$ cat src/rtl/tfn_pkg.sv
package tfn_pkg;
    typedef enum logic [1:0] {
        OP_RUN   = 2'b00,
        OP_STEP  = 2'b01,
        OP_READ  = 2'b10,
        OP_WRITE = 2'b11
    } dbg_op_e;
endpackage

$ cat src/rtl/tfn_fifo.sv
module tfn_fifo #(
    parameter int W     = 8,
    parameter int DEPTH = 2
) (
    input  logic         clk,
    input  logic         rst_n,
    input  logic         push,
    input  logic [W-1:0] din,
    input  logic         pop,
    output logic [W-1:0] dout,
    output logic         full,
    output logic         empty
);
    localparam int AW   = (DEPTH > 1) ? $clog2(DEPTH) : 1;
    localparam int CNTW = $clog2(DEPTH + 1);

    typedef struct packed {
        logic [AW-1:0]   rd;
        logic [AW-1:0]   wr;
        logic [CNTW-1:0] cnt;
    } ptr_t;

    ptr_t ptr_d, ptr_q;
    logic [W-1:0] mem_q [DEPTH];
    logic do_push, do_pop;

    always_comb begin
        ptr_d   = ptr_q;
        full    = (ptr_q.cnt == CNTW'(DEPTH));
        empty   = (ptr_q.cnt == '0);
        do_push = push && !full;
        do_pop  = pop && !empty;
        dout    = mem_q[ptr_q.rd];
        if (do_push) begin
            ptr_d.wr = (ptr_q.wr == AW'(DEPTH - 1)) ? '0 : ptr_q.wr + AW'(1);
        end
        if (do_pop) begin
            ptr_d.rd = (ptr_q.rd == AW'(DEPTH - 1)) ? '0 : ptr_q.rd + AW'(1);
        end
        if (do_push && !do_pop) begin
            ptr_d.cnt = ptr_q.cnt + CNTW'(1);
        end else if (do_pop && !do_push) begin
            ptr_d.cnt = ptr_q.cnt - CNTW'(1);
        end
    end

    always_ff @(posedge clk) begin
        if (!rst_n) begin
            ptr_q <= '0;
        end else begin
            ptr_q <= ptr_d;
        end
    end

    always_ff @(posedge clk) begin
        if (do_push) begin
            mem_q[ptr_q.wr] <= din;
        end
    end
endmodule

$ cat src/rtl/tfn_accum_core.sv
module tfn_accum_core #(
    parameter int DW         = 16,
    parameter int CW         = 16,
    parameter bit TOK_PARITY = 1'b0
) (
    input  logic          clk,
    input  logic          rst_n,
    input  logic          fire,
    input  logic [DW-1:0] din,
    input  logic          wr_en,
    input  logic [DW-1:0] wr_data,
    output logic [DW-1:0] acc,
    output logic [DW-1:0] result,
    output logic          tok_bit,
    output logic [CW-1:0] cycles
);
    typedef struct packed {
        logic [CW-1:0] cyc;
        logic [DW-1:0] acc;
    } core_st_t;

    core_st_t st_d, st_q;

    always_comb begin
        st_d   = st_q;
        result = st_q.acc + din;
        if (fire) begin
            st_d.acc = result;
            st_d.cyc = st_q.cyc + CW'(1);
        end else if (wr_en) begin
            st_d.acc = wr_data;
        end
    end

    generate
        if (TOK_PARITY) begin : g_tok_parity
            assign tok_bit = ^result;
        end else begin : g_tok_lsb
            assign tok_bit = result[0];
        end
    endgenerate

    assign acc    = st_q.acc;
    assign cycles = st_q.cyc;

    always_ff @(posedge clk) begin
        if (!rst_n) begin
            st_q <= '0;
        end else begin
            st_q <= st_d;
        end
    end
endmodule

$ cat src/rtl/tfn_dbg_ctrl.sv
module tfn_dbg_ctrl
    import tfn_pkg::*;
#(
    parameter int DW = 16,
    parameter int CW = 16
) (
    input  logic          clk,
    input  logic          rst_n,
    input  logic          cmd_valid,
    input  logic [1:0]    cmd_op,
    input  logic [CW-1:0] cmd_arg,
    input  logic [DW-1:0] acc,
    input  logic          tokin_full,
    input  logic          tokin_empty,
    input  logic          tokout_valid,
    input  logic          tokout_bit,
    output logic          tokin_push,
    output logic          tokout_pop,
    output logic          wr_en,
    output logic [DW-1:0] wr_data,
    output logic          rsp_valid,
    output logic          rsp_err,
    output logic [DW-1:0] rsp_data,
    output logic          frozen,
    output logic          tok_bit,
    output logic [CW-1:0] grant
);
    typedef struct packed {
        logic [CW-1:0] target;
        logic [CW-1:0] issued;
        logic          rsp_valid;
        logic          rsp_err;
        logic [DW-1:0] rsp_data;
        logic          last_bit;
    } ctrl_st_t;

    ctrl_st_t st_d, st_q;
    dbg_op_e op;
    logic [CW-1:0] arg_m1;

    assign op = dbg_op_e'(cmd_op);

    always_comb begin
        st_d       = st_q;
        frozen     = tokin_empty && (st_q.issued == st_q.target);
        tokin_push = (st_q.issued != st_q.target) && !tokin_full;
        if (tokin_push) begin
            st_d.issued = st_q.issued + CW'(1);
        end
        tokout_pop = tokout_valid;
        if (tokout_valid) begin
            st_d.last_bit = tokout_bit;
        end
        st_d.rsp_valid = cmd_valid;
        st_d.rsp_err   = 1'b0;
        st_d.rsp_data  = '0;
        wr_en          = 1'b0;
        wr_data        = cmd_arg[DW-1:0];
        arg_m1         = cmd_arg - CW'(1);
        if (cmd_valid) begin
            unique case (op)
                OP_RUN: begin
                    if ((cmd_arg == '0) || (arg_m1 < st_d.issued)) begin
                        st_d.rsp_err = 1'b1;
                    end else begin
                        st_d.target = arg_m1;
                    end
                end
                OP_STEP: begin
                    st_d.target = st_q.target + CW'(1);
                end
                OP_READ: begin
                    if (frozen) begin
                        st_d.rsp_data = acc;
                    end else begin
                        st_d.rsp_err = 1'b1;
                    end
                end
                OP_WRITE: begin
                    if (frozen) begin
                        wr_en = 1'b1;
                    end else begin
                        st_d.rsp_err = 1'b1;
                    end
                end
            endcase
        end
    end

    assign rsp_valid = st_q.rsp_valid;
    assign rsp_err   = st_q.rsp_err;
    assign rsp_data  = st_q.rsp_data;
    assign tok_bit   = st_q.last_bit;
    assign grant     = st_q.target;

    always_ff @(posedge clk) begin
        if (!rst_n) begin
            st_q <= '0;
        end else begin
            st_q <= st_d;
        end
    end
endmodule

$ cat src/rtl/tok_freeze_node.sv
module tok_freeze_node #(
    parameter int DW         = 16,
    parameter int CW         = 16,
    parameter int DATA_DEPTH = 2,
    parameter int TOK_DEPTH  = 2
) (
    input  logic          clk,
    input  logic          rst_n,
    input  logic          s_valid,
    output logic          s_ready,
    input  logic [DW-1:0] s_data,
    output logic          m_valid,
    input  logic          m_ready,
    output logic [DW-1:0] m_data,
    input  logic          cmd_valid,
    input  logic [1:0]    cmd_op,
    input  logic [CW-1:0] cmd_arg,
    output logic          rsp_valid,
    output logic          rsp_err,
    output logic [DW-1:0] rsp_data,
    output logic [CW-1:0] model_cycle,
    output logic          frozen,
    output logic          tok_bit
);
    logic          in_full, in_empty;
    logic [DW-1:0] in_data;
    logic          out_full, out_empty;
    logic          tokin_push, tokin_full, tokin_empty;
    logic          tok_in_unused;
    logic          tokout_full, tokout_empty, tokout_pop, tokout_data;
    logic          fire, wr_en, core_tok;
    logic [DW-1:0] wr_data, acc, result;
    logic [CW-1:0] ctrl_grant;

    assign fire    = !in_empty && !tokin_empty && !out_full && !tokout_full;
    assign s_ready = !in_full;
    assign m_valid = !out_empty;

    tfn_fifo #(.W(DW), .DEPTH(DATA_DEPTH)) u_in_fifo (
        .clk(clk), .rst_n(rst_n), .push(s_valid), .din(s_data), .pop(fire),
        .dout(in_data), .full(in_full), .empty(in_empty)
    );

    tfn_fifo #(.W(DW), .DEPTH(DATA_DEPTH)) u_out_fifo (
        .clk(clk), .rst_n(rst_n), .push(fire), .din(result), .pop(m_ready),
        .dout(m_data), .full(out_full), .empty(out_empty)
    );

    tfn_fifo #(.W(1), .DEPTH(TOK_DEPTH)) u_tokin_fifo (
        .clk(clk), .rst_n(rst_n), .push(tokin_push), .din(1'b1), .pop(fire),
        .dout(tok_in_unused), .full(tokin_full), .empty(tokin_empty)
    );

    tfn_fifo #(.W(1), .DEPTH(TOK_DEPTH)) u_tokout_fifo (
        .clk(clk), .rst_n(rst_n), .push(fire), .din(core_tok), .pop(tokout_pop),
        .dout(tokout_data), .full(tokout_full), .empty(tokout_empty)
    );

    tfn_accum_core #(.DW(DW), .CW(CW), .TOK_PARITY(1'b0)) u_core (
        .clk(clk), .rst_n(rst_n), .fire(fire), .din(in_data),
        .wr_en(wr_en), .wr_data(wr_data), .acc(acc), .result(result),
        .tok_bit(core_tok), .cycles(model_cycle)
    );

    tfn_dbg_ctrl #(.DW(DW), .CW(CW)) u_ctrl (
        .clk(clk), .rst_n(rst_n), .cmd_valid(cmd_valid), .cmd_op(cmd_op),
        .cmd_arg(cmd_arg), .acc(acc), .tokin_full(tokin_full),
        .tokin_empty(tokin_empty), .tokout_valid(!tokout_empty),
        .tokout_bit(tokout_data), .tokin_push(tokin_push),
        .tokout_pop(tokout_pop), .wr_en(wr_en), .wr_data(wr_data),
        .rsp_valid(rsp_valid), .rsp_err(rsp_err), .rsp_data(rsp_data),
        .frozen(frozen), .tok_bit(tok_bit), .grant(ctrl_grant)
    );
endmodule

$ cat config.mk
export PLATFORM = sky130hd
export DESIGN_NAME = tok_freeze_node
export DESIGN_NICKNAME = d
export VERILOG_FILES = /design/src/rtl/tfn_pkg.sv /design/src/rtl/tfn_fifo.sv /design/src/rtl/tfn_accum_core.sv /design/src/rtl/tfn_dbg_ctrl.sv /design/src/rtl/tok_freeze_node.sv
export SDC_FILE = /design/constraint.sdc
export NUM_CORES = 1
export LEC_CHECK = 0
export ABC_AREA = 1
export BUFFER_PORTS_ARGS = -buffer_cell sky130_fd_sc_hd__buf_4
export CAP_MARGIN = 0
export CORE_MARGIN = 2
export CORE_UTILIZATION = 45
export DETAILED_ROUTE_END_ITERATION = 8
export SETUP_SLACK_MARGIN = 0.5
export SLEW_MARGIN = 25
export SYNTH_ARGS = -nofsm -noshare
export SYNTH_HDL_FRONTEND = slang
export SYNTH_SLANG_ARGS = --single-unit
$ cat constraint.sdc
create_clock -name clk -period 4.55 [get_ports clk]
set_input_delay 0.455 -clock clk [delete_from_list [all_inputs] [get_ports clk]]
set_output_delay 0.455 -clock clk [all_outputs]
set_load 0.005 [all_outputs]
Word level (Yosys, flattened, before mapping)
Memories as Yosys holds them, arrays and structs flattened. A register that Yosys moved wholly into a read port is not among the register bits. Index checks and enable logic that the tools add are counted. Widths: inputs -> output; s select.

Flip-flop bits (word level): 96. Memory bits (writable): 66. Bits of input ports: 39. Output and inout bits: 54. Word-level logic and storage cells: 139. Memories kept: 3.

Memory list: u_in_fifo.mem_q (words 2, width 16, rd ports 1, clocked after memory_dff 1, write ports 1, line tfn_fifo.sv:24) `logic [W-1:0] mem_q [DEPTH];`; u_out_fifo.mem_q (words 2, width 16, rd ports 1, clocked after memory_dff 1, write ports 1, line tfn_fifo.sv:24); u_tokout_fifo.mem_q (words 2, width 1, rd ports 1, clocked after memory_dff 1, write ports 1, line tfn_fifo.sv:24).

Add/subtract/negate cells: 19. Magnitude comparators: 1. Equal/unequal tests: 10. Multiplexer cells: 35. Reductions and logical operators: 54.

Operators by type and width (number): $mux 16 (4); $add 16x1->16 const B (3); $pmux 16 s2 (1); $mux 1 (21); $logic_and 1x1->1 (20); $logic_not 1->1 (17); $add 16x16->16 (1); $eq 16x16->1 (1); $logic_not 16->1 (1); $lt 16x16->1 (1); $mux 2 (8); $ne 16x16->1 (1); $sub 16x1->16 const B (1); $eq 2x2->1 const B (6); $reduce_bool 2->1 (6); $logic_not 2->1 (5); $add 2x1->2 const B (4); $sub 2x1->2 const B (4); $add 1x1->1 const B (6); $reduce_and 4->1 (1); $reduce_and 3->1 (1); $eq 2x1->1 const B (1); $ne 2x2->1 const B (1); $pmux 1 s2 (1); 3 further kinds (3).

Depth between registers and ports, before layout
Depth after elaboration: 10. Gate-level depth with buffers: 27. Mapped depth without buffers: 26.

Cells and area by module
Synthesis repeated with hierarchy kept, for this count alone.

Cells, all modules: 1234. Area total of the unflattened synthesis: 9773.1 um^2.

By module, submodules not included: tfn_dbg_ctrl (times used 1, cells an instance 574, area an instance 3747.3 um^2, sequential area each 1021.0 um^2); tfn_fifo at u_in_fifo ... (times used 2, cells an instance 88, area an instance 1455.1 um^2, sequential area each 1061.0 um^2); tfn_accum_core (times used 1, cells an instance 391, area an instance 2436.1 um^2, sequential area each 640.6 um^2); tfn_fifo at u_tokin_fifo ... (times used 2, cells an instance 41, area an instance 319.1 um^2, sequential area each 160.2 um^2); tok_freeze_node (times used 1, cells an instance 11, area an instance 41.3 um^2, sequential area each 0.0 um^2).

Least setup slack after synthesis
Ideal clock, no wire load.

Path kind: reg-to-reg. Start point: reg with a tool-made name. End point: mem u_out_fifo.mem_q[0][14] in the netlist's numbering (data pin). Setup time: 0.260 ns. Data arrival time: 3.283 ns. Required time: 4.290 ns. Setup slack: 1.007 ns. Stages on the path, launching flop included: 20. Buffers on the path: 2. Clock period less this slack: 3.543 ns. Cells stage by stage: dfxtp_1 clkbuf_1 clkbuf_1 mux2_2 ha_1 inv_1 fa_1 nand3b_1 nand2_1 inv_1 o21a_1 o21ai_0 a21boi_0 o21ai_0 nand2_1 inv_1 nor2_1 o21bai_1 xor2_1 inv_1.

RTL lines (line): to (decl) (tfn_fifo.sv:24).

Worst setup path after layout
Start point: reg u_ctrl.st_q[19] in the netlist's numbering. End point: reg u_ctrl.st_q (netlist bit u_ctrl.grant[0]).

Cells in the longest elaborated chain, start to end: 7. Elaborated cells on any way between the ends: 8. Those cells by class: 1 x add/sub; 1 x order compare; 2 x eq/ne; 1 x mux; 3 x reduce/logical.

Ends and longest elaborated chain: from (decl) (line tfn_dbg_ctrl.sv:37) `ctrl_st_t st_d, st_q;`; from (signal assigned) (line tfn_dbg_ctrl.sv:100) `st_q <= st_d;`; parallel branches: the longest is 2 deep, another holds $add 16x1->16; $mux 16 * (line tfn_dbg_ctrl.sv:47) `if (tokin_push) begin`; $lt 16x16->1 * (line tfn_dbg_ctrl.sv:63) `if ((cmd_arg == '0) || (arg_m1 < st_d.issued)) begin`; $logic_or 1x1->1 * (line tfn_dbg_ctrl.sv:63); $ne 2x2->1 (no line) *; $reduce_and 3->1 (no line) *.

Mark *: on every way between the ends. A chain may end at the register's enable or synchronous reset.

==> run summary <==
Walking the worst path, the cells encountered are ha_1 > inv_1 > nor3_1 > nand3_1 > nor4_1 > nand3_1 > nor2_1 > nand3_1 > xor2_1 > inv_1 > ha_1 > nand4_1 > o221a_2 > nand2_1 > nand2_1 > nand2_4 > nand3b_1 > nand2_1 > nor2_1. In this run, synthesis produced a sequential element count of 165. Entering global routing, the biggest net connects 41 pins.

TritonCTS built the clock tree. Cells with a size suffix above 1 make up 17.9% of the layout. The standard cell with the maximum stage delay on the critical path was sky130_fd_sc_hd__nor4_1.

In this run the static leakage power is 4.10 nW. The run gives 6270 as the via count of the first global-routing pass. Type of element launching the critical path: a register. The largest total area in the synthesized netlist belongs to sky130_fd_sc_hd__dfxtp_1. After clock tree synthesis, the clock-pin slew on the worst setup and hold paths is 0.07 ns.

The slew at the pin closest to its max-slew limit was 0.860 ns; the insertion delay of the later-clocked pin in the worst-skew pair was 0.44 ns. Once layout is complete, the cells apart from fillers number 1321. The final critical path time including I/O delays and setup is 3.64 ns, and the max-cap violation count is 0.

Global-route usage over all layers: 19.7%. The initial antenna violation count was 0. The detail route stage leaves a number of antenna-violating nets equal to 0. The count of endpoints failing setup in the final report came out at 0.

The initialized floorplan defines 50 standard-cell rows. Power spread over the standard cell area amounts to 527 mW/mm^2. Yosys printed 0 warnings. 0 antenna diodes ended up in the layout.

The largest single stage delay on the critical path is 0.47 ns. The layout has 1732 filler cells. Grouping stages by cell kind, the critical path spends the most delay in simple AND/OR/NAND/NOR gates. Once detailed placement completed, the half-perimeter wirelength came to 13.9 mm. Setup repair after global routing left no endpoint under its margin.

Summed over all layers, the global routing overflow is 0. The detailed router placed 6475 vias in this run. The area share of the leading cell type in the synthesized netlist is 23.4%. Global placer's final weighted congestion: 0.831. The run gives 0 as the hold buffer count at cts. The worst hold path belongs to the class primary input to register. Across the routed clock network, the largest skew measured is 0.0105 ns. The data required time of the critical path came out at 4.88 ns. VDD sags by at most 0.343 mV.

The flow ran to the end, and the final reports show no timing, DRC or antenna violations. In the post-synthesis netlist, the biggest area contributors are sky130_fd_sc_hd__dfxtp_1 (23%), sky130_fd_sc_hd__edfxtp_1 (23%), sky130_fd_sc_hd__nand2_1 (8.5%). The port buffer count is 92, and the mean post-synth cell area is 8.52 um^2.

In this run the horizontal extent of the chip is 141 um. The class of the most critical setup path was register to register. The logs give 0.0186 mm^2 for the total core area and 996 for the number of instances in the synthesized netlist. The starting density of the core was 45.6%; the number of buffers added by the clock tree synthesis step was 17. After routing, the total negative slack on setup checks comes to 0 ns.

The cell total after placement is 1289. For the count of routing violations after the opening detailed-route iteration, the log shows 366. The number of buffers and inverters on the critical path is 2.

Setup slack on the worst reg-to-reg path comes out at 0.91 ns. The peak clock frequency supported by timing was 0.275 GHz. The root buffer cell chosen for the clock tree is sky130_fd_sc_hd__clkbuf_16. The floorplan step defined a die boundary enclosing 0.0200 mm^2.

The die is 141 um tall. Counting along the longest clock path gives a buffer depth of 2. The first global-routing pass estimated 31.0 mm of wire. The tools report the net count reported at finish as 1152.

The number of different library cells in the post-synthesis netlist was 48. The run gives 0 as the count of endpoints failing hold in the final timing report. The run gives 0 as the detailed-route DRC error count.

The run gives 46.7% as the fraction of the yosys area taken by sequential cells. Counting every net in the synthesized netlist gives 1074. For the number of slew-limit violations in the final report, the log shows 0.

The tools report the routed wire length as 18.8 mm. The number of vias per cell after detailed routing works out to 4.90. Number of detailed-routing iterations run before antenna repair: 4. The clock tree synthesis step divided the H-tree into 4 levels. The number of clock sinks seen by CTS was 165; the worst-case headroom to the max-slew limit was 42.6%.

Nature of the critical path endpoint: a register. The routed length per placed instance is 14.2 um. 93 I/O pins were placed. Relative to the synthesized area, the layout overhead comes to 16.3%. The run gives 3.97 ns as the data arrival time of the critical path. The share of the cycle needed by the critical path after routing was 79.9%. Summing every instance area after synthesis gives 0.00848 mm^2. Of all nets on the critical path, the largest fanout is 30.
cell families after synthesis:
| group | synth area share, % |
|---|---|
| simple gates | 20.3 |
| buf+inv | 8.60 |
| xor+xnor | 5.47 |
| mux | 4.34 |
| compound gates | 8.69 |
| fa+ha+maj | 5.84 |
| flops | 46.7 |
area by class of cell:
cell class | instances | area (um^2) | area share (%)
clock buffer | 17 | 425 | 4.31
clock inverter | 15 | 136 | 1.38
inverter | 130 | 488 | 4.95
multi-input combinational | 659 | 3800 | 38.5
sequential | 165 | 3960 | 40.2
tap | 234 | 293 | 2.97
timing repair buffer | 101 | 758 | 7.69
cell usage after synthesis (all sizes together):
| cell | count |
|---|---|
| o221ai | 1 |
| inv | 128 |
| mux2 | 30 |
| xor2 | 42 |
| edfxtp | 66 |
| nand4 | 6 |
| a221oi | 1 |
| nand3b | 11 |
| clkbuf | 17 |
| a21oi | 63 |
| ha | 38 |
| o31ai | 1 |
| clkinv | 2 |
| a211oi | 2 |
| mux2i | 3 |
| o21bai | 1 |
| o21ai | 39 |
| nor3b | 2 |
| a22o | 1 |
| o21a | 2 |
| or4 | 1 |
| a31oi | 13 |
| dfxtp | 99 |
| xnor2 | 11 |
| nor4 | 3 |
| buf | 25 |
| o221a | 1 |
| a22oi | 4 |
| nand2 | 196 |
| o22ai | 1 |
| a21boi | 3 |
| and3 | 1 |
| nor3 | 22 |
| fa | 1 |
| nor2 | 133 |
| nand3 | 26 |
worst paths after layout:
| kind | startpoint | cells past startpoint | to |
|---|---|---|---|
| max reg2reg | u_ctrl.st_q[19] | 19 | u_ctrl.grant[0] |
| min reg2reg | u_core.acc[11] | 2 | u_ctrl.rsp_data[11] |
| max | u_ctrl.st_q[19] | 19 | u_ctrl.grant[0] |
| min | s_data[12] | 1 | u_in_fifo.mem_q[0][12] |
worst reg2reg max path, delay by kind of cell (launching register included):
kind,cells,cell delay [ns]
flops,1,0.41
xor+xnor,1,0.15
buf+inv,2,0.11
fa+ha+maj,2,0.46
compound gates,1,0.26
simple gates,13,2.15
state kept, by name (all words and copies together), names as in the netlist, named ones only:
| name | cells |
|---|---|
| u_in_fifo.mem_q | 32 |
| u_out_fifo.mem_q | 32 |
| u_core.acc | 16 |
| u_core.cycles | 16 |
| u_ctrl.grant | 16 |
| u_ctrl.rsp_data | 16 |
| u_ctrl.st_q | 16 |
| u_in_fifo.ptr_q | 4 |
| u_out_fifo.ptr_q | 4 |
| u_tokout_fifo.ptr_q | 4 |
| u_tokin_fifo.ptr_q | 2 |
| u_tokout_fifo.mem_q | 2 |
| u_ctrl.rsp_err | 1 |
| u_ctrl.rsp_valid | 1 |
| u_ctrl.tok_bit | 1 |
metrics by stage:
step	util [%]	worst slack [ns]	area, um^2	total power, mW	hold slack, ns
floorplan	-	1.01	8480	3.28	0.426
global placement	50.0	0.871	9290	3.83	0.449
detailed placement	50.0	0.817	9290	3.85	0.448
CTS	53.0	0.810	9860	5.24	0.189
global route	53.1	0.513	9870	5.55	0.184
finish	53.1	0.913	9870	5.19	0.197
power breakdown:
group          internal [mW]  total (mW)  switching (mW)
registers               1.92        2.09           0.167
clock network          0.720        1.37           0.653
logic                  0.721        1.73            1.01
total                   3.36        5.19            1.83
cell usage in the layout (no fill, tap or decap), types with 5 or more instances in the layout:
cell type and count:
sky130_fd_sc_hd__ha_1 38, sky130_fd_sc_hd__nor3_1 15, sky130_fd_sc_hd__inv_2 12, sky130_fd_sc_hd__a21oi_1 63, sky130_fd_sc_hd__nand4_1 5, sky130_fd_sc_hd__dfxtp_1 99, sky130_fd_sc_hd__xor2_1 42, sky130_fd_sc_hd__nor2_1 131
sky130_fd_sc_hd__edfxtp_1 66, sky130_fd_sc_hd__xnor2_1 11, sky130_fd_sc_hd__inv_6 6, sky130_fd_sc_hd__buf_4 101, sky130_fd_sc_hd__clkbuf_16 17, sky130_fd_sc_hd__o21ai_0 38, sky130_fd_sc_hd__a31oi_1 13, sky130_fd_sc_hd__nand2_1 191
sky130_fd_sc_hd__mux2_2 30, sky130_fd_sc_hd__inv_1 116, sky130_fd_sc_hd__nand3b_1 11, sky130_fd_sc_hd__nor3_2 7, sky130_fd_sc_hd__nand3_1 24
routing by layer:
metal / global-route usage (%) / vias to the layer above / share of wire, %
met2: 32.9 / 117 / 47
met1: 25.5 / 2949 / 46
li1: - / 3392 / -
met3: 5.03 / 17 / 5.3
met5: 0 / - / 0
met4: 5.37 / 0 / 1.0
what timing repair did:
action / 4_1_cts / 5_1_grt
buffers inserted: 0 / 0
endpoints found under the setup margin: 0 / 17
gates resized for setup: 0 / 1
Note: power is estimated with default switching activity, not from simulation.
